--- src/rtl/dstress_pkg.sv ---
package dstress_pkg;

    typedef enum logic [2:0] {
        PH_WARM,
        PH_WRITE,
        PH_AWAY,
        PH_CHECK,
        PH_IDLE
    } phase_e;

    typedef enum logic [1:0] {
        TPL_ALT,
        TPL_ALT_N,
        TPL_ADDR,
        TPL_ADDR_N
    } tpl_e;

    localparam int               LFSR_W    = 16;
    localparam logic [LFSR_W-1:0] LFSR_SEED = 16'hACE1;

    // Fibonacci shift-left step, taps 16/14/13/11
    function automatic logic [LFSR_W-1:0] lfsr_adv(input logic [LFSR_W-1:0] s);
        return {s[LFSR_W-2:0], s[15] ^ s[13] ^ s[12] ^ s[10]};
    endfunction

    function automatic logic phase_reads(input phase_e p);
        return p != PH_WRITE;
    endfunction

endpackage

--- src/rtl/dstress_lfsr.sv ---
module dstress_lfsr
    import dstress_pkg::*;
#(
    parameter int OUT_W = 3
) (
    input  logic             clk,
    input  logic             rst,
    input  logic             load,
    input  logic             step,
    output logic [OUT_W-1:0] row_nxt
);
    logic [LFSR_W-1:0] state_q;
    logic [LFSR_W-1:0] state_nxt;

    assign state_nxt = lfsr_adv(state_q);
    assign row_nxt   = state_nxt[OUT_W-1:0];

    always_ff @(posedge clk) begin
        if (rst || load) begin
            state_q <= LFSR_SEED;
        end else if (step) begin
            state_q <= state_nxt;
        end
    end
endmodule

--- src/rtl/dstress_pattern.sv ---
module dstress_pattern
    import dstress_pkg::*;
#(
    parameter int ADDR_W = 8,
    parameter int DATA_W = 16
) (
    input  tpl_e              tpl,
    input  logic [ADDR_W-1:0] addr,
    output logic [DATA_W-1:0] data
);
    logic [DATA_W-1:0] alt_w;
    logic [DATA_W-1:0] rep_w;

    for (genvar i = 0; i < DATA_W; i++) begin : g_bit
        assign alt_w[i] = ((i % 2) == 0) ? 1'b1 : 1'b0;
        assign rep_w[i] = addr[i % ADDR_W];
    end

    always_comb begin
        unique case (tpl)
            TPL_ALT:    data = alt_w;
            TPL_ALT_N:  data = ~alt_w;
            TPL_ADDR:   data = rep_w;
            TPL_ADDR_N: data = ~rep_w;
            default:    data = alt_w;
        endcase
    end
endmodule

--- src/rtl/dstress_capture.sv ---
module dstress_capture #(
    parameter int ADDR_W = 8,
    parameter int DATA_W = 16
) (
    input  logic              clk,
    input  logic              rst,
    input  logic              clear,
    input  logic              chk,
    input  logic [ADDR_W-1:0] addr,
    input  logic [DATA_W-1:0] exp_w,
    input  logic [DATA_W-1:0] act_w,
    output logic              miss,
    output logic              fail,
    output logic [ADDR_W-1:0] fail_addr,
    output logic [DATA_W-1:0] fail_exp,
    output logic [DATA_W-1:0] fail_act
);
    assign miss = chk && (exp_w != act_w);

    always_ff @(posedge clk) begin
        if (rst || clear) begin
            fail      <= 1'b0;
            fail_addr <= '0;
            fail_exp  <= '0;
            fail_act  <= '0;
        end else if (miss && !fail) begin
            fail      <= 1'b1;
            fail_addr <= addr;
            fail_exp  <= exp_w;
            fail_act  <= act_w;
        end
    end
endmodule

--- src/rtl/dstress_bist.sv ---
module dstress_bist
    import dstress_pkg::*;
#(
    parameter int ROW_W    = 3,
    parameter int BANK_W   = 2,
    parameter int COL_W    = 3,
    parameter int DATA_W   = 16,
    parameter int WARM_W   = 16,
    parameter int DLY_W    = 8,
    parameter int IDLE_GAP = 3
) (
    input  logic                       clk,
    input  logic                       rst,
    input  logic                       start,
    input  logic [BANK_W:0]            cfg_banks,
    input  logic [COL_W:0]             cfg_page_len,
    input  logic [WARM_W-1:0]          cfg_warm_iters,
    input  logic [DLY_W-1:0]           cfg_delay,
    output logic [ROW_W+BANK_W+COL_W-1:0] mem_addr,
    output logic [DATA_W-1:0]          mem_wdata,
    output logic                       mem_we,
    output logic                       mem_re,
    input  logic [DATA_W-1:0]          mem_rdata,
    input  logic                       mem_rvalid,
    output logic                       done,
    output logic                       fail,
    output logic [ROW_W+BANK_W+COL_W-1:0] fail_addr,
    output logic [DATA_W-1:0]          fail_exp,
    output logic [DATA_W-1:0]          fail_act
);
    localparam int ADDR_W = ROW_W + BANK_W + COL_W;
    localparam int GAP_W  = $clog2(IDLE_GAP + 1);
    localparam logic [BANK_W:0] BANK_MAX = (BANK_W+1)'(1 << BANK_W);
    localparam logic [COL_W:0]  PAGE_MAX = (COL_W+1)'(1 << COL_W);

    // run state
    logic               running;
    logic               waiting;
    logic               done_q;
    phase_e             phase;
    tpl_e               tpl_q;
    logic               pass_q;
    logic [BANK_W-1:0]  bank_q;
    logic [ROW_W-1:0]   visit_q;
    logic [ROW_W-1:0]   row_q;
    logic [COL_W-1:0]   col_q;
    logic [WARM_W-1:0]  cnt_q;
    logic [DLY_W-1:0]   dly_cnt;
    logic [GAP_W-1:0]   gap_q;

    // configuration sampled at start
    logic [BANK_W:0]    banks_q;
    logic [COL_W:0]     page_q;
    logic [WARM_W-1:0]  warm_q;
    logic [DLY_W-1:0]   dly_q;

    logic [ROW_W-1:0]   rsel;
    logic [COL_W-1:0]   csel;
    logic [DATA_W-1:0]  tpl_word;
    logic               start_acc, issue, is_rd, rsp, check_rsp, miss;
    logic               col_last, bank_last, warm_last, dly_last, gap_hit;
    logic               visit_full, visit_end, lfsr_step;
    logic [ROW_W-1:0]   rnd_row;

    function automatic logic [BANK_W:0] clamp_banks(input logic [BANK_W:0] v);
        if (v == '0)      return (BANK_W+1)'(1);
        if (v > BANK_MAX) return BANK_MAX;
        return v;
    endfunction

    function automatic logic [COL_W:0] clamp_page(input logic [COL_W:0] v);
        if (v == '0)      return (COL_W+1)'(1);
        if (v > PAGE_MAX) return PAGE_MAX;
        return v;
    endfunction

    assign start_acc = start && !running;
    assign is_rd     = phase_reads(phase);
    assign issue     = running && !waiting;
    assign rsp       = running && waiting && mem_rvalid;
    assign check_rsp = rsp && (phase == PH_CHECK);

    assign col_last   = ({1'b0, col_q} + (COL_W+1)'(1)) == page_q;
    assign bank_last  = ({1'b0, bank_q} + (BANK_W+1)'(1)) == banks_q;
    assign warm_last  = (cnt_q + WARM_W'(1)) == warm_q;
    assign dly_last   = (dly_cnt + DLY_W'(1)) == dly_q;
    assign gap_hit    = (gap_q + GAP_W'(1)) == GAP_W'(IDLE_GAP);
    assign visit_full = &visit_q;
    assign visit_end  = check_rsp && !miss && col_last;
    assign lfsr_step  = visit_end && (pass_q ? !visit_full : visit_full);

    // request address selection
    always_comb begin
        rsel = row_q;
        csel = col_q;
        unique case (phase)
            PH_WARM: begin
                rsel = cnt_q[ROW_W-1:0];
                csel = '0;
            end
            PH_AWAY, PH_IDLE: begin
                rsel = row_q + ROW_W'(1);
                csel = '0;
            end
            default: ;
        endcase
    end

    assign mem_addr  = {rsel, bank_q, csel};
    assign mem_re    = issue && is_rd;
    assign mem_we    = issue && !is_rd;
    assign mem_wdata = tpl_word;
    assign done      = done_q;

    dstress_pattern #(
        .ADDR_W (ADDR_W),
        .DATA_W (DATA_W)
    ) u_pattern (
        .tpl  (tpl_q),
        .addr ({row_q, bank_q, col_q}),
        .data (tpl_word)
    );

    dstress_lfsr #(
        .OUT_W (ROW_W)
    ) u_lfsr (
        .clk     (clk),
        .rst     (rst),
        .load    (start_acc),
        .step    (lfsr_step),
        .row_nxt (rnd_row)
    );

    dstress_capture #(
        .ADDR_W (ADDR_W),
        .DATA_W (DATA_W)
    ) u_capture (
        .clk       (clk),
        .rst       (rst),
        .clear     (start_acc),
        .chk       (check_rsp),
        .addr      (mem_addr),
        .exp_w     (tpl_word),
        .act_w     (mem_rdata),
        .miss      (miss),
        .fail      (fail),
        .fail_addr (fail_addr),
        .fail_exp  (fail_exp),
        .fail_act  (fail_act)
    );

    always_ff @(posedge clk) begin
        if (rst) begin
            running <= 1'b0;
            waiting <= 1'b0;
            done_q  <= 1'b0;
            phase   <= PH_WARM;
            tpl_q   <= TPL_ALT;
            pass_q  <= 1'b0;
            bank_q  <= '0;
            visit_q <= '0;
            row_q   <= '0;
            col_q   <= '0;
            cnt_q   <= '0;
            dly_cnt <= '0;
            gap_q   <= '0;
            banks_q <= (BANK_W+1)'(1);
            page_q  <= (COL_W+1)'(1);
            warm_q  <= '0;
            dly_q   <= DLY_W'(1);
        end else if (start_acc) begin
            running <= 1'b1;
            waiting <= 1'b0;
            done_q  <= 1'b0;
            phase   <= (cfg_warm_iters == '0) ? PH_WRITE : PH_WARM;
            tpl_q   <= TPL_ALT;
            pass_q  <= 1'b0;
            bank_q  <= '0;
            visit_q <= '0;
            row_q   <= '0;
            col_q   <= '0;
            cnt_q   <= '0;
            dly_cnt <= '0;
            gap_q   <= '0;
            banks_q <= clamp_banks(cfg_banks);
            page_q  <= clamp_page(cfg_page_len);
            warm_q  <= cfg_warm_iters;
            dly_q   <= (cfg_delay == '0) ? DLY_W'(1) : cfg_delay;
        end else if (running) begin
            if (issue && is_rd) begin
                waiting <= 1'b1;
            end
            if (issue && !is_rd) begin
                if (col_last) begin
                    col_q   <= '0;
                    dly_cnt <= '0;
                    phase   <= PH_AWAY;
                end else begin
                    col_q <= col_q + COL_W'(1);
                end
            end
            if (rsp) begin
                waiting <= 1'b0;
                unique case (phase)
                    PH_WARM: begin
                        if (warm_last) begin
                            cnt_q <= '0;
                            phase <= PH_WRITE;
                        end else begin
                            cnt_q <= cnt_q + WARM_W'(1);
                        end
                    end
                    PH_AWAY: begin
                        if (dly_last) begin
                            phase <= PH_CHECK;
                            col_q <= '0;
                            gap_q <= '0;
                        end else begin
                            dly_cnt <= dly_cnt + DLY_W'(1);
                        end
                    end
                    PH_IDLE: begin
                        phase <= PH_CHECK;
                    end
                    PH_CHECK: begin
                        if (miss) begin
                            running <= 1'b0;
                            done_q  <= 1'b1;
                        end else if (col_last) begin
                            col_q <= '0;
                            phase <= PH_WRITE;
                            if (!visit_full) begin
                                visit_q <= visit_q + ROW_W'(1);
                                row_q   <= pass_q ? rnd_row : (visit_q + ROW_W'(1));
                            end else if (!pass_q) begin
                                pass_q  <= 1'b1;
                                visit_q <= '0;
                                row_q   <= rnd_row;
                            end else begin
                                pass_q  <= 1'b0;
                                visit_q <= '0;
                                row_q   <= '0;
                                if (tpl_q != TPL_ADDR_N) begin
                                    tpl_q <= tpl_e'(tpl_q + 2'd1);
                                end else begin
                                    tpl_q <= TPL_ALT;
                                    cnt_q <= '0;
                                    if (bank_last) begin
                                        running <= 1'b0;
                                        done_q  <= 1'b1;
                                    end else begin
                                        bank_q <= bank_q + BANK_W'(1);
                                        phase  <= (warm_q == '0) ? PH_WRITE : PH_WARM;
                                    end
                                end
                            end
                        end else begin
                            col_q <= col_q + COL_W'(1);
                            if (gap_hit) begin
                                gap_q <= '0;
                                phase <= PH_IDLE;
                            end else begin
                                gap_q <= gap_q + GAP_W'(1);
                            end
                        end
                    end
                    default: ;
                endcase
            end
        end
    end
endmodule

--- config.mk ---
export PLATFORM = sky130hd
export DESIGN_NAME = dstress_bist
export DESIGN_NICKNAME = d
export VERILOG_FILES = /design/src/rtl/dstress_pkg.sv /design/src/rtl/dstress_lfsr.sv /design/src/rtl/dstress_pattern.sv /design/src/rtl/dstress_capture.sv /design/src/rtl/dstress_bist.sv
export SDC_FILE = /design/constraint.sdc
export NUM_CORES = 1
export LEC_CHECK = 0
export BUFFER_PORTS_ARGS = -buffer_cell sky130_fd_sc_hd__buf_2
export CAP_MARGIN = 25
export CORE_AREA = 2 2 121 123
export CTS_BUF_LIST = sky130_fd_sc_hd__clkbuf_8
export DETAILED_ROUTE_END_ITERATION = 12
export DIE_AREA = 0 0 123 125
export GPL_TIMING_DRIVEN = 0
export HOLD_SLACK_MARGIN = 0.06
export PLACE_DENSITY = 0.84
export SLEW_MARGIN = 20
export SYNTH_ARGS = -nofsm -noshare
export SYNTH_HDL_FRONTEND = slang
export SYNTH_HIERARCHICAL = 1
export SYNTH_SLANG_ARGS = --single-unit
--- constraint.sdc ---
create_clock -name clk -period 3.4 [get_ports clk]
set_input_delay 0.68 -clock clk [delete_from_list [all_inputs] [get_ports clk]]
set_output_delay 0.68 -clock clk [all_outputs]
set_load 0.02 [all_outputs]
==> impl_summary.log, run 1 <==
[metrics] clock root buffer: clkbuf_8
[metrics] peak ir drop on the vdd network: 231 uV
[metrics] Iter 0 DRT Violations: 715
[metrics] CTS tree: yes
[metrics] Synth-to-Final Area Change: 21.5%
[metrics] gate count of the mapped netlist: 918
[metrics] required time of the worst setup path: 3.81 ns
[metrics] core box area: 0.0142 sq mm
[metrics] number of vias in the routed layout: 7201
[metrics] routability cong.: 0.932
[metrics] area used by sequential logic in the layout: 0.00269 sq mm
[metrics] sequential share of the synthesized area: 36.8%
[metrics] num ports: 119
[metrics] number of enable flip-flop cells after synthesis: 0
[metrics] number of sinks handled by clock tree synthesis: 134
[metrics] deepest clock path buffer count: 2
[metrics] Setup TNS: 0 ns
[metrics] arrival time at the worst endpoint: 3.67 ns
[metrics] width of the chip: 123 microns
[metrics] aggregate routed wire length: 19800 microns
[metrics] number of port buffers: 118
[metrics] area of the multi-input gates: 0.00435 sq mm
[metrics] Max Clk Rate: 307 MHz
[metrics] crit-path cells: and2b_1 > xnor2_4 > buf_4 > xnor2_1 > nand4_1 > o41a_1 > nor2b_4 > a31oi_1 > nor3_4 > o21ai_0 > buf_4 > nor4_2 > o21ai_0 > nand2_1
[metrics] clock insertion delay at the later pin of the skew report: 0.47 ns
[metrics] antenna diode instance count: 0
[metrics] delay contributed by the slowest stage of the critical path: 0.53 ns
[metrics] class of the tightest hold or removal check: input port to flip-flop
[metrics] Setup crit end kind: flip-flop
[metrics] Post-synth ARST share: 0%
[metrics] Synth Net Count: 977
[metrics] setup clock skew after layout: 0.00925 ns
[metrics] H-Tree Level Count: 4
[metrics] cell area after placement: 0.00819 sq mm
[metrics] top_reg_cell synth: dfxtp_1
[metrics] total instance count after detailed placement: 1220
[metrics] synthesized cell area: 0.00728 sq mm
[metrics] GR Util All Layers: 25.2%
[metrics] maximum number of pins on one net before global-route repair: 17
[metrics] classification of the worst setup path: flip-flop to flip-flop
[metrics] die extent in y: 125 microns
[metrics] final hold viol count: 0
[metrics] filler cell count in the final layout: 1197
[metrics] largest fanout on the critical path: 10
[metrics] effective utilization at floorplan: 51.3%
[metrics] per-cell routed wire length: 15.7 microns
[metrics] power density over the cells: 407 mW/mm^2
[metrics] area share of the leading cell type in the synthesized netlist: 36.8%
[metrics] result of the run: complete, no violations
[metrics] final core area utilization: 62.3%
[metrics] Top Family by Delay on Critical Path: simple AND/OR/NAND/NOR gates
[metrics] Crit path buffers/inverters: 2
[metrics] slew of the pin with the lowest slew margin: 0.809 ns
[metrics] hold buffer count at cts: 0
[metrics] clock transition time at the flip-flop clock pins of the worst setup and hold paths: 0.08 ns
[metrics] via count normalized by instance count: 5.71
[metrics] Final Net Count: 1123
[metrics] cell with the biggest individual delay on the critical path: o41a_1
[metrics] startpoint type of the worst setup path: flip-flop
[metrics] antenna violation net count after detailed routing: 0
[metrics] total non-filler cell area in the finished layout: 0.00885 sq mm
[metrics] Cell variety after synth: 64
[metrics] Yosys warning total: 6
[metrics] first drt pass iteration count: 5
[metrics] total of max-cap violations: 0
[metrics] normalized max-slew margin: 45.6%
[metrics] clock buffers created by TritonCTS: 17
[metrics] Avg Cell Area, Syn: 7.93 sq um
[metrics] Post-DP HPWL: 14300 microns
[metrics] post-detailed-route DRC marker count: 0
[metrics] antenna violations before repair: 0
[metrics] overall die area: 0.0154 sq mm
[metrics] Cell Rows: 44
[metrics] Final Setup Violations: 0
[metrics] top post-synthesis cells by area: dfxtp_1, nand2_1, mux2i_1
[metrics] final cell count without fillers: 1261
[metrics] first-pass GRT wire length: 31100 microns
[metrics] final critical delay including setup and external delays: 3.26 ns
[metrics] vias in the first global route: 6418
[metrics] Static Leak: 3.48 nW
[metrics] fraction of layout instances using a drive strength above 1: 20.8%
[metrics] Final Slew Violations: 0
[metrics] Min Hold Slack: 0.454 ns
[metrics] residual overflow from global routing: 0
[metrics] portion of the clock cycle consumed by the worst path in the final layout: 95.8%
[metrics] count of state elements after synthesis: 134
[metrics] most area-hungry cell type in the Yosys netlist: dfxtp_1
cell usage after synthesis (all sizes together) (7+ instances only):
| cell type | instances |
|---|---|
| or3 | 9 |
| xor2 | 17 |
| dfxtp | 134 |
| nor2 | 73 |
| clkbuf | 43 |
| inv | 11 |
| nor2b | 12 |
| and3 | 13 |
| nand2 | 185 |
| or2 | 7 |
| nand3 | 24 |
| ha | 8 |
| mux2i | 62 |
| a21oi | 65 |
| o21ai | 31 |
| nand2b | 10 |
| nor4 | 20 |
| a22oi | 8 |
| nand4 | 19 |
| a31oi | 10 |
| buf | 28 |
| xnor2 | 43 |
| nor3 | 16 |
| o31ai | 8 |
power by group:
group	switching, mW	internal (mW)	total (mW)
logic	0.192	0.107	0.299
clock network	0.649	1.04	1.69
registers	0.0241	1.59	1.62
metal layers:
layer / part of all wire [%] / track usage [%] / wire length [microns] / vias to the layer above
li1: - / - / - / 3480
met1: 43 / 32.6 / 8590 / 3368
met2: 47 / 40.9 / 9290 / 312
met3: 7.7 / 5.61 / 1520 / 41
met4: 2.2 / 9.43 / 446 / 0
met5: 0 / 0 / 0 / -
kinds of logic (layout without fill, tap and decap cells):
family	after synthesis	after routing	share of synthesized area [%]
adders and majority gates	8	8	1.37
and+or+nand+nor	412	412	26.7
xor gates and xnor gates	60	60	7.22
buffers and inverters	83	242	5.58
AOI/OAI and AO/OA	156	156	13.3
DFF	134	134	36.8
muxes	65	65	8.98
flip-flops by register name (all words and copies together) (netlist names), 2 cells and up:
register / cells
bank_q: 2
gap_q: 2
u_capture/fail_exp: 16
warm_q: 16
cnt_q: 16
col_q: 3
page_q: 4
dly_q: 8
visit_q: 3
u_capture/fail_addr: 8
dly_cnt: 8
tpl_q: 2
u_lfsr/state_q: 16
u_capture/fail_act: 16
row_q: 3
banks_q: 3
phase: 3
placed cells by master, fill, tap and decap left out, drive strengths merged, types with 8 or more instances in the layout:
master / synthesis / routed
nor2: 73 / 73
o31ai: 8 / 8
ha: 8 / 8
xnor2: 43 / 43
a22oi: 8 / 8
a21oi: 65 / 65
mux2i: 62 / 62
nor3: 16 / 16
xor2: 17 / 17
o21ai: 31 / 31
nor2b: 12 / 12
dfxtp: 134 / 134
nand2b: 10 / 10
nand4: 19 / 19
and3: 13 / 13
nor4: 20 / 20
nand2: 185 / 185
clkbuf: 43 / 58
inv: 11 / 15
or3: 9 / 9
a31oi: 10 / 10
buf: 28 / 158
nand3: 24 / 24
layout make-up:
| cell class | count | area share [%] |
|---|---|---|
| Clock buffer | 18 | 2.80 |
| Multi-Input combinational cell | 701 | 49.1 |
| Tap cell | 184 | 2.60 |
| Clock inverter | 14 | 2.87 |
| Timing Repair Buffer | 128 | 7.52 |
| Buffer | 70 | 4.18 |
| Inverter | 12 | 0.509 |
| Sequential cell | 134 | 30.4 |
through the flow:
step | power [mW] | worst slack, ns
3_5_place_dp | 1.93 | -0.609
3_3_place_gp | 1.93 | -0.559
6_report | 3.60 | 0.142
2_1_floorplan | 1.83 | 0.00361
4_1_cts | 3.61 | 0.0394
5_1_grt | 3.72 | -0.0936
final timing paths:
path,start,endpoint,slack (ns),depth (start not counted)
worst max-delay path,bank_q[1],cnt_q[14],0.14,14
worst min-delay path,cfg_delay[2],dly_q[2],0.45,3
worst max register to register,bank_q[1],cnt_q[14],0.14,14
worst min register to register,u_capture/fail_addr[3],u_capture/fail_addr[3],0.45,2
tightest hold or removal path, stage by stage:
cell and delay [ns]:
buf_2 0.10, nand2_1 0.05, a21oi_1 0.05
repair_timing:
action	CTS	global route
setup endpoints to repair	32	26
pin swaps	2	5
gates resized for setup	13	16
setup buffers	3	7
Note: power is estimated with default switching activity, not from simulation.
==> run 2: changes to the inputs <==
Settings changed: CORE_AREA 2 2 121 123 to 2 2 155 96, CTS_CLUSTER_DIAMETER from default to 50, DIE_AREA 0 0 123 125 to 0 0 157 98, PLACE_DENSITY 0.84 to 0.85.
==> run 2 against run 1 <==
Worst setup slack lost 0.052 ns. Critical endpoint unchanged. Sequential power about the same. First-iteration DRC count rose by 1.8%. Worst hold slack improved by 0.0026 ns. Core utilization rose by 0.63 points. Sequential share of layout area about the same.
==> impl_summary.log, run 2 (synthesis results as in run 1) <==
[metrics] first drt pass iteration count: 6 (+1)
[metrics] aggregate routed wire length: 20600 microns (+4.1%)
[metrics] cell area after placement: 0.00821 sq mm (+0.21%)
[metrics] final cell count without fillers: 1275 (+1.1%)
[metrics] result of the run: complete, no violations
[metrics] die extent in y: 98 microns (-22%)
[metrics] clock transition time at the flip-flop clock pins of the worst setup and hold paths: 0.08 ns (about the same)
[metrics] clock insertion delay at the later pin of the skew report: 0.45 ns (-0.02 ns)
[metrics] total instance count after detailed placement: 1234 (+1.1%)
[metrics] classification of the worst setup path: flip-flop to flip-flop
[metrics] num ports: 119 (unchanged)
[metrics] most used cells in the layout excluding fill and tap cells: nand2_1, dfxtp_1, buf_2
[metrics] via count normalized by instance count: 5.67 (-0.71%)
[metrics] core box area: 0.0141 sq mm (-0.86%)
[metrics] GR Util All Layers: 26.5% (+1.3 points)
[metrics] fraction of layout instances using a drive strength above 1: 21.3% (+0.46 points)
[metrics] vias in the first global route: 6505 (+1.4%)
[metrics] Reg2Reg Capture Point: cnt_q[14]
[metrics] hold_sp: u_capture/fail_exp[9]
[metrics] required time of the worst setup path: 3.79 ns (-0.02 ns)
[metrics] Setup crit end kind: flip-flop
[metrics] overall die area: 0.0154 sq mm (about the same)
[metrics] width of the chip: 157 microns (+28%)
[metrics] clock root buffer: clkbuf_8
[metrics] worst path setup slack after routing: 0.0897 ns (-0.0524 ns)
[metrics] class of the tightest hold or removal check: flip-flop to flip-flop
[metrics] filler cell count in the final layout: 1201 (+0.33%)
[metrics] number of port buffers: 118 (unchanged)
[metrics] area of the multi-input gates: 0.00439 sq mm (+1.0%)
[metrics] total of max-cap violations: 0 (unchanged)
[metrics] total non-filler cell area in the finished layout: 0.00886 sq mm (+0.14%)
[metrics] power density over the cells: 385 mW/mm^2 (-5.4%)
[metrics] startpoint type of the worst setup path: flip-flop
[metrics] Final Net Count: 1124 (+0.089%)
[metrics] CTS tree: yes
[metrics] peak ir drop on the vdd network: 231 uV (-0.15%)
[metrics] Post-DP HPWL: 15300 microns (+6.7%)
[metrics] deepest clock path buffer count: 2 (unchanged)
[metrics] slew of the pin with the lowest slew margin: 0.897 ns (+0.0878 ns)
[metrics] maximum number of pins on one net before global-route repair: 17 (unchanged)
[metrics] Iter 0 DRT Violations: 728 (+1.8%)
[metrics] gr busiest metal: met1
[metrics] area used by sequential logic in the layout: 0.00270 sq mm (+0.19%)
[metrics] final hold viol count: 0 (unchanged)
[metrics] crit-path cells: and2b_2 > xnor2_4 > buf_4 > xnor2_1 > nand4_1 > o41a_1 > nor2b_4 > a31oi_1 > nor3_4 > o21ai_1 > clkbuf_2 > nor4_2 > o21ai_0 > nand2_1
[metrics] cell with the biggest individual delay on the critical path: o41a_1
[metrics] Final Setup Violations: 0 (unchanged)
[metrics] residual overflow from global routing: 0 (unchanged)
[metrics] Cell Rows: 34 (-23%)
[metrics] worst slack, placed: -0.722 ns (-0.113 ns)
[metrics] number of sinks handled by clock tree synthesis: 134 (unchanged)
[metrics] normalized max-slew margin: 39.7% (-5.9 points)
[metrics] number of vias in the routed layout: 7229 (+0.39%)
[metrics] portion of the clock cycle consumed by the worst path in the final layout: 97.4% (+1.5 points)
[metrics] end point of the most critical hold path: u_capture/fail_exp[9]
[metrics] Min-Delay Path Depth: 2 (-1)
[metrics] flop-to-flop setup slack: 0.09 ns (-0.05 ns)
[metrics] delay contributed by the slowest stage of the critical path: 0.59 ns (+0.06 ns)
[metrics] met1 routing resource usage after global routing: 40.5% (+7.8 points)
[metrics] commonest non-fill, non-tap cell in the layout: nand2_1
[metrics] first-pass GRT wire length: 32700 microns (+5.2%)
[metrics] arrival time at the worst endpoint: 3.70 ns (+0.03 ns)
[metrics] antenna violations before repair: 0 (unchanged)
[metrics] launch point of the worst reg-to-reg path: col_q[2]
[metrics] clock buffers created by TritonCTS: 17 (unchanged)
[metrics] post-detailed-route DRC marker count: 0 (unchanged)
[metrics] setup clock skew after layout: 0.0128 ns (+0.00353 ns)
[metrics] routability cong.: 0.976 (+4.7%)
[metrics] effective utilization at floorplan: 51.7% (+0.45 points)
[metrics] largest fanout on the critical path: 10 (unchanged)
[metrics] Synth-to-Final Area Change: 21.7%
[metrics] met2 usage in global routing: 38.2% (-2.7 points)
[metrics] H-Tree Level Count: 4 (unchanged)
[metrics] Static Leak: 3.44 nW (-1.0%)
[metrics] per-cell routed wire length: 16.2 microns (+2.9%)
[metrics] Max Clk Rate: 302 MHz (-1.6%)
[metrics] Final Slew Violations: 0 (unchanged)
[metrics] final critical delay including setup and external delays: 3.31 ns (+0.0524 ns)
[metrics] antenna violation net count after detailed routing: 0 (unchanged)
[metrics] antenna diode instance count: 0 (unchanged)
[metrics] hold buffer count at cts: 0 (unchanged)
[metrics] Worst R2R Path Depth: 14 (unchanged)
[metrics] global-route met3 utilization: 5.33% (-0.29 points)
[run 2: changes by cell type in the layout (fill, tap and decap cells not counted), sizes merged]
cell      before  now
bufinv         7    4
clkbuf        58   62
buf          158  156
inv           15   13
clkinvlp       0    3
[run 2: how the worst max path moves through the flow]
stage / start / end / slack, ns / depth (start not counted)
after floorplan: col_q[2] / cnt_q[11] / 0.004 / 14
after detailed placement: col_q[2] / cnt_q[11] / -0.72 / 14
final: col_q[2] / cnt_q[14] / 0.09 / 14
after CTS: phase[2] / cnt_q[15] / -0.01 / 13
after global routing: phase[2] / mem_addr[5] / -0.002 / 5
after global placement: col_q[2] / cnt_q[7] / -0.69 / 14
[run 2: cell type report]
cell class / instances / share of cell area [%]
sequential: 134 / 30.4
clock buffer: 19 / 2.95
buffer: 71 / 4.28
tap: 198 / 2.80
multi-input combinational: 701 / 49.5
clock inverter: 12 / 2.00
inverter: 12 / 0.508
timing repair buffer: 128 / 7.51
[run 2: stage by stage]
| stage | power (mW) | utilization (%) | hold slack (ns) | TNS, ns |
|---|---|---|---|---|
| CTS | 3.39 | 62.3 | 0.457 | -0.0131 |
| floorplan | 1.83 | - | 0.440 | 0 |
| detailed placement | 1.94 | 58.3 | 0.445 | -12.04 |
| global placement | 1.93 | 58.3 | 0.438 | -11.02 |
| finish | 3.41 | 62.9 | 0.456 | 0 |
| global route | 3.51 | 62.9 | 0.465 | -0.00229 |
[run 2: per-layer routing]
layer  wire length, microns  share of wire [%]
met5                      0                  0
met1                   9910                 48
met3                   2060                 10
met4                    188               0.91
met2                   8490                 41
[run 2: critical path: cells and delay by family, from the launching register on]
| family | cells | cell delay [ns] |
|---|---|---|
| compound gates | 4 | 0.96 |
| xor+xnor | 2 | 0.32 |
| flops | 1 | 0.41 |
| simple gates | 6 | 1.15 |
| buf+inv | 2 | 0.40 |
[run 2: what timing repair did]
item	in CTS	in global routing
resized for setup	22	16
pin swaps	3	5
buffers inserted	4	6
endpoints found under the setup margin	32	23
[run 2: power by group]
| part | total [mW] | switching [mW] | internal, mW |
|---|---|---|---|
| sequential | 1.62 | 0.0259 | 1.59 |
| clock | 1.49 | 0.655 | 0.835 |
| combinational | 0.304 | 0.194 | 0.110 |
==> run 3: changes to the inputs <==
Settings changed: ABC_AREA from default to 1, CORE_AREA 2 2 155 96 to 2 2 164 102, DIE_AREA 0 0 157 98 to 0 0 166 104.
==> run 3 against run 2 <==
Cell area up 9.0%. Critical path depth is the same. Count of clock-buffer cells in the layout stayed put. Register-to-register slack improved by 0.17 ns. Via count up 20%. Non-clock buffer count decreased by 27. Critical path type unchanged. Largest cell class unchanged. Highest routed layer unchanged.
==> impl_summary.log, run 3 <==
[metrics] result of the run: complete, no violations
[metrics] class of the tightest hold or removal check: input port to flip-flop
[metrics] Post-synth ARST share: 0% (unchanged)
[metrics] GR Util All Layers: 27.1% (+0.52 points)
[metrics] power density over the cells: 362 mW/mm^2 (-5.9%)
[metrics] top post-synthesis cells by area: dfxtp_1, nand2_1, inv_1
[metrics] RSZ-0062 raised after global routing: false
[metrics] routability cong.: 0.967 (-0.93%)
[metrics] Final Slew Violations: 0 (unchanged)
[metrics] peak ir drop on the vdd network: 291 uV (+26%)
[metrics] Max Clk Rate: 318 MHz (+5.4%)
[metrics] largest fanout on the critical path: 10 (unchanged)
[metrics] commonest non-fill, non-tap cell in the layout: nand2_1
[metrics] cell with the biggest individual delay on the critical path: dfxtp_1
[metrics] Min-Delay Path Depth: 3 (+1)
[metrics] overall die area: 0.0173 sq mm (+12%)
[metrics] clock transition time at the flip-flop clock pins of the worst setup and hold paths: 0.09 ns (about the same)
[metrics] post-detailed-route DRC marker count: 0 (unchanged)
[metrics] total of max-cap violations: 0 (unchanged)
[metrics] per-cell routed wire length: 14.2 microns (-12%)
[metrics] antenna diode instance count: 0 (unchanged)
[metrics] Final Setup Violations: 0 (unchanged)
[metrics] number of enable flip-flop cells after synthesis: 0 (unchanged)
[metrics] effective utilization at floorplan: 52.7% (+0.97 points)
[metrics] worst slack, placed: -0.822 ns (-0.0998 ns)
[metrics] sequential share of the synthesized area: 32.2% (-4.6 points)
[metrics] Avg Cell Area, Syn: 6.44 sq um (-19%)
[metrics] Top Family by Delay on Critical Path: buffers and inverters
[metrics] cell area after placement: 0.00918 sq mm (+12%)
[metrics] Synth Net Count: 1352 (+38%)
[metrics] Cell variety after synth: 57 (-11%)
[metrics] Setup crit end kind: flip-flop
[metrics] synthesized cell area: 0.00833 sq mm (+14%)
[metrics] buffers inserted by post-CTS timing repair: 0 (-4)
[metrics] setup clock skew after layout: 0.0140 ns (+0.00127 ns)
[metrics] startpoint type of the worst setup path: flip-flop
[metrics] most used cells in the layout excluding fill and tap cells: nand2_1, inv_1, dfxtp_1
[metrics] count of state elements after synthesis: 134 (unchanged)
[metrics] most area-hungry cell type in the Yosys netlist: dfxtp_1
[metrics] vias in the first global route: 7787 (+20%)
[metrics] num ports: 119 (unchanged)
[metrics] H-Tree Level Count: 4 (unchanged)
[metrics] classification of the worst setup path: flip-flop to flip-flop
[metrics] arrival time at the worst endpoint: 3.51 ns (-0.19 ns)
[metrics] gate count of the mapped netlist: 1293 (+41%)
[metrics] area used by sequential logic in the layout: 0.00268 sq mm (-0.46%)
[metrics] portion of the clock cycle consumed by the worst path in the final layout: 92.4% (-5.0 points)
[metrics] clock root buffer: clkbuf_8
[metrics] Final Net Count: 1489 (+32%)
[metrics] core box area: 0.0158 sq mm (+12%)
[metrics] crit-path cells: inv_1 > nor3_2 > inv_1 > nor2_1 > clkbuf_2 > clkbuf_2 > a21boi_4 > nand2_1 > nand2_1 > inv_1 > nand3_2 > buf_2 > nand2_1 > a21oi_2
[metrics] antenna violation net count after detailed routing: 0 (unchanged)
[metrics] Yosys warning total: 6 (unchanged)
[metrics] width of the chip: 166 microns (+5.7%)
[metrics] via count normalized by instance count: 5.23 (-7.7%)
[metrics] top routing layer in use: met4
[metrics] area share of the leading cell type in the synthesized netlist: 32.2% (-4.6 points)
[metrics] final cell count without fillers: 1652 (+30%)
[metrics] slew of the pin with the lowest slew margin: 0.912 ns (+0.0153 ns)
[metrics] fraction of layout instances using a drive strength above 1: 18.4% (-2.9 points)
[metrics] Synth-to-Final Area Change: 16.0%
[metrics] clock insertion delay at the later pin of the skew report: 0.45 ns (about the same)
[metrics] total instance count after detailed placement: 1620 (+31%)
[metrics] top_reg_cell synth: dfxtp_1
[metrics] first-pass GRT wire length: 38000 microns (+16%)
[metrics] number of vias in the routed layout: 8641 (+20%)
[metrics] filler cell count in the final layout: 1432 (+19%)
[metrics] logic depth of the worst setup path including buffers: 14 (unchanged)
[metrics] final critical delay including setup and external delays: 3.14 ns (-0.170 ns)
[metrics] antenna violations before repair: 0 (unchanged)
[metrics] Cell Rows: 36 (+5.9%)
[metrics] cell types with the highest counts after synthesis: nand2_1, inv_1, dfxtp_1, nor2_1, nand3_1
[metrics] die extent in y: 104 microns (+6.1%)
[metrics] delay contributed by the slowest stage of the critical path: 0.39 ns (-0.20 ns)
[metrics] routed wl met3: 2670 microns (+30%)
[metrics] number of sinks handled by clock tree synthesis: 134 (unchanged)
[metrics] first drt pass iteration count: 6 (unchanged)
[metrics] Worst R2R Path Depth: 14 (unchanged)
[metrics] worst path setup slack after routing: 0.260 ns (+0.170 ns)
[metrics] Post-DP HPWL: 18300 microns (+20%)
[metrics] normalized max-slew margin: 38.6% (-1.0 points)
[metrics] CTS tree: yes
[metrics] Crit path buffers/inverters: 6 (+4)
[metrics] final hold viol count: 0 (unchanged)
[metrics] number of port buffers: 118 (unchanged)
[metrics] count leader, synth: nand2_1
[metrics] maximum number of pins on one net before global-route repair: 17 (unchanged)
[metrics] clock buffers created by TritonCTS: 17 (unchanged)
[metrics] total non-filler cell area in the finished layout: 0.00966 sq mm (+9.0%)
[metrics] Routed met1 length: 11100 microns (+12%)
[metrics] deepest clock path buffer count: 2 (unchanged)
[metrics] overall power of the completed layout: 3.50 mW (+2.7%)
[metrics] met2 routed wirelength: 9480 microns (+12%)
[metrics] required time of the worst setup path: 3.77 ns (-0.02 ns)
[metrics] aggregate routed wire length: 23500 microns (+14%)
[metrics] area of the multi-input gates: 0.00434 sq mm (-1.2%)
[metrics] residual overflow from global routing: 0 (unchanged)
[metrics] Iter 0 DRT Violations: 1050 (+44%)
[metrics] Static Leak: 4.65 nW (+35%)
-- run 3: report_power, final --
part           internal (mW)  switching [mW]
registers               1.60          0.0248
logic                  0.116           0.234
clock network          0.849           0.680
-- run 3: final timing paths --
kind / from / endpoint / slack [ns]
worst max register to register: running / cnt_q[1] / 0.26
worst min register to register: u_lfsr/state_q[6] / u_lfsr/state_q[6] / 0.46
worst max-delay path: running / cnt_q[1] / 0.26
worst min-delay path: cfg_warm_iters[8] / warm_q[8] / 0.45
-- run 3: worst reg2reg max path: stages (launching register included) --
cell and delay (ns):
dfxtp_1 0.39, inv_1 0.13, nor3_2 0.29, inv_1 0.19, nor2_1 0.23, clkbuf_2 0.27, clkbuf_2 0.27, a21boi_4 0.34
nand2_1 0.09, nand2_1 0.10, inv_1 0.10, nand3_2 0.17, buf_2 0.26, nand2_1 0.10, a21oi_2 0.14
-- run 3: cell type report --
| type | instances | area share, % |
|---|---|---|
| timing repair buffer | 118 | 6.11 |
| buffer | 54 | 3.96 |
| sequential | 134 | 27.8 |
| tap | 209 | 2.71 |
| multi-input combinational | 853 | 44.9 |
| clock inverter | 13 | 2.02 |
| clock buffer | 19 | 2.71 |
| inverter | 252 | 9.84 |
-- run 3: through the flow --
step / TNS, ns / hold slack [ns] / util (%)
floorplan: 0 / 0.429 / -
global placement: -27.84 / 0.440 / 58.1
detailed placement: -27.34 / 0.444 / 58.1
CTS: 0 / 0.421 / 61.1
global route: 0 / 0.444 / 61.1
finish: 0 / 0.447 / 61.1
-- run 3: logic make-up after synthesis --
family,share of synthesized area (%)
AO/OA/AOI/OAI,10.6
buffers and inverters,16.0
AND/OR/NAND/NOR,38.1
flip-flops,32.2
XOR/XNOR,1.94
adder cells (fa/ha/maj),1.20
-- run 3: what timing repair did --
item                                    CTS  global route
gates cloned                              0             0
resized for setup                         5             3
endpoints found under the hold margin     0             0
endpoints found under the setup margin   52            10
hold buffers                              0             0
-- run 3: metal layers --
layer	up-vias	track usage [%]
li1	4316	-
met1	3897	39.8
met2	398	37.9
met3	30	8.11
met4	0	7.64
met5	-	0
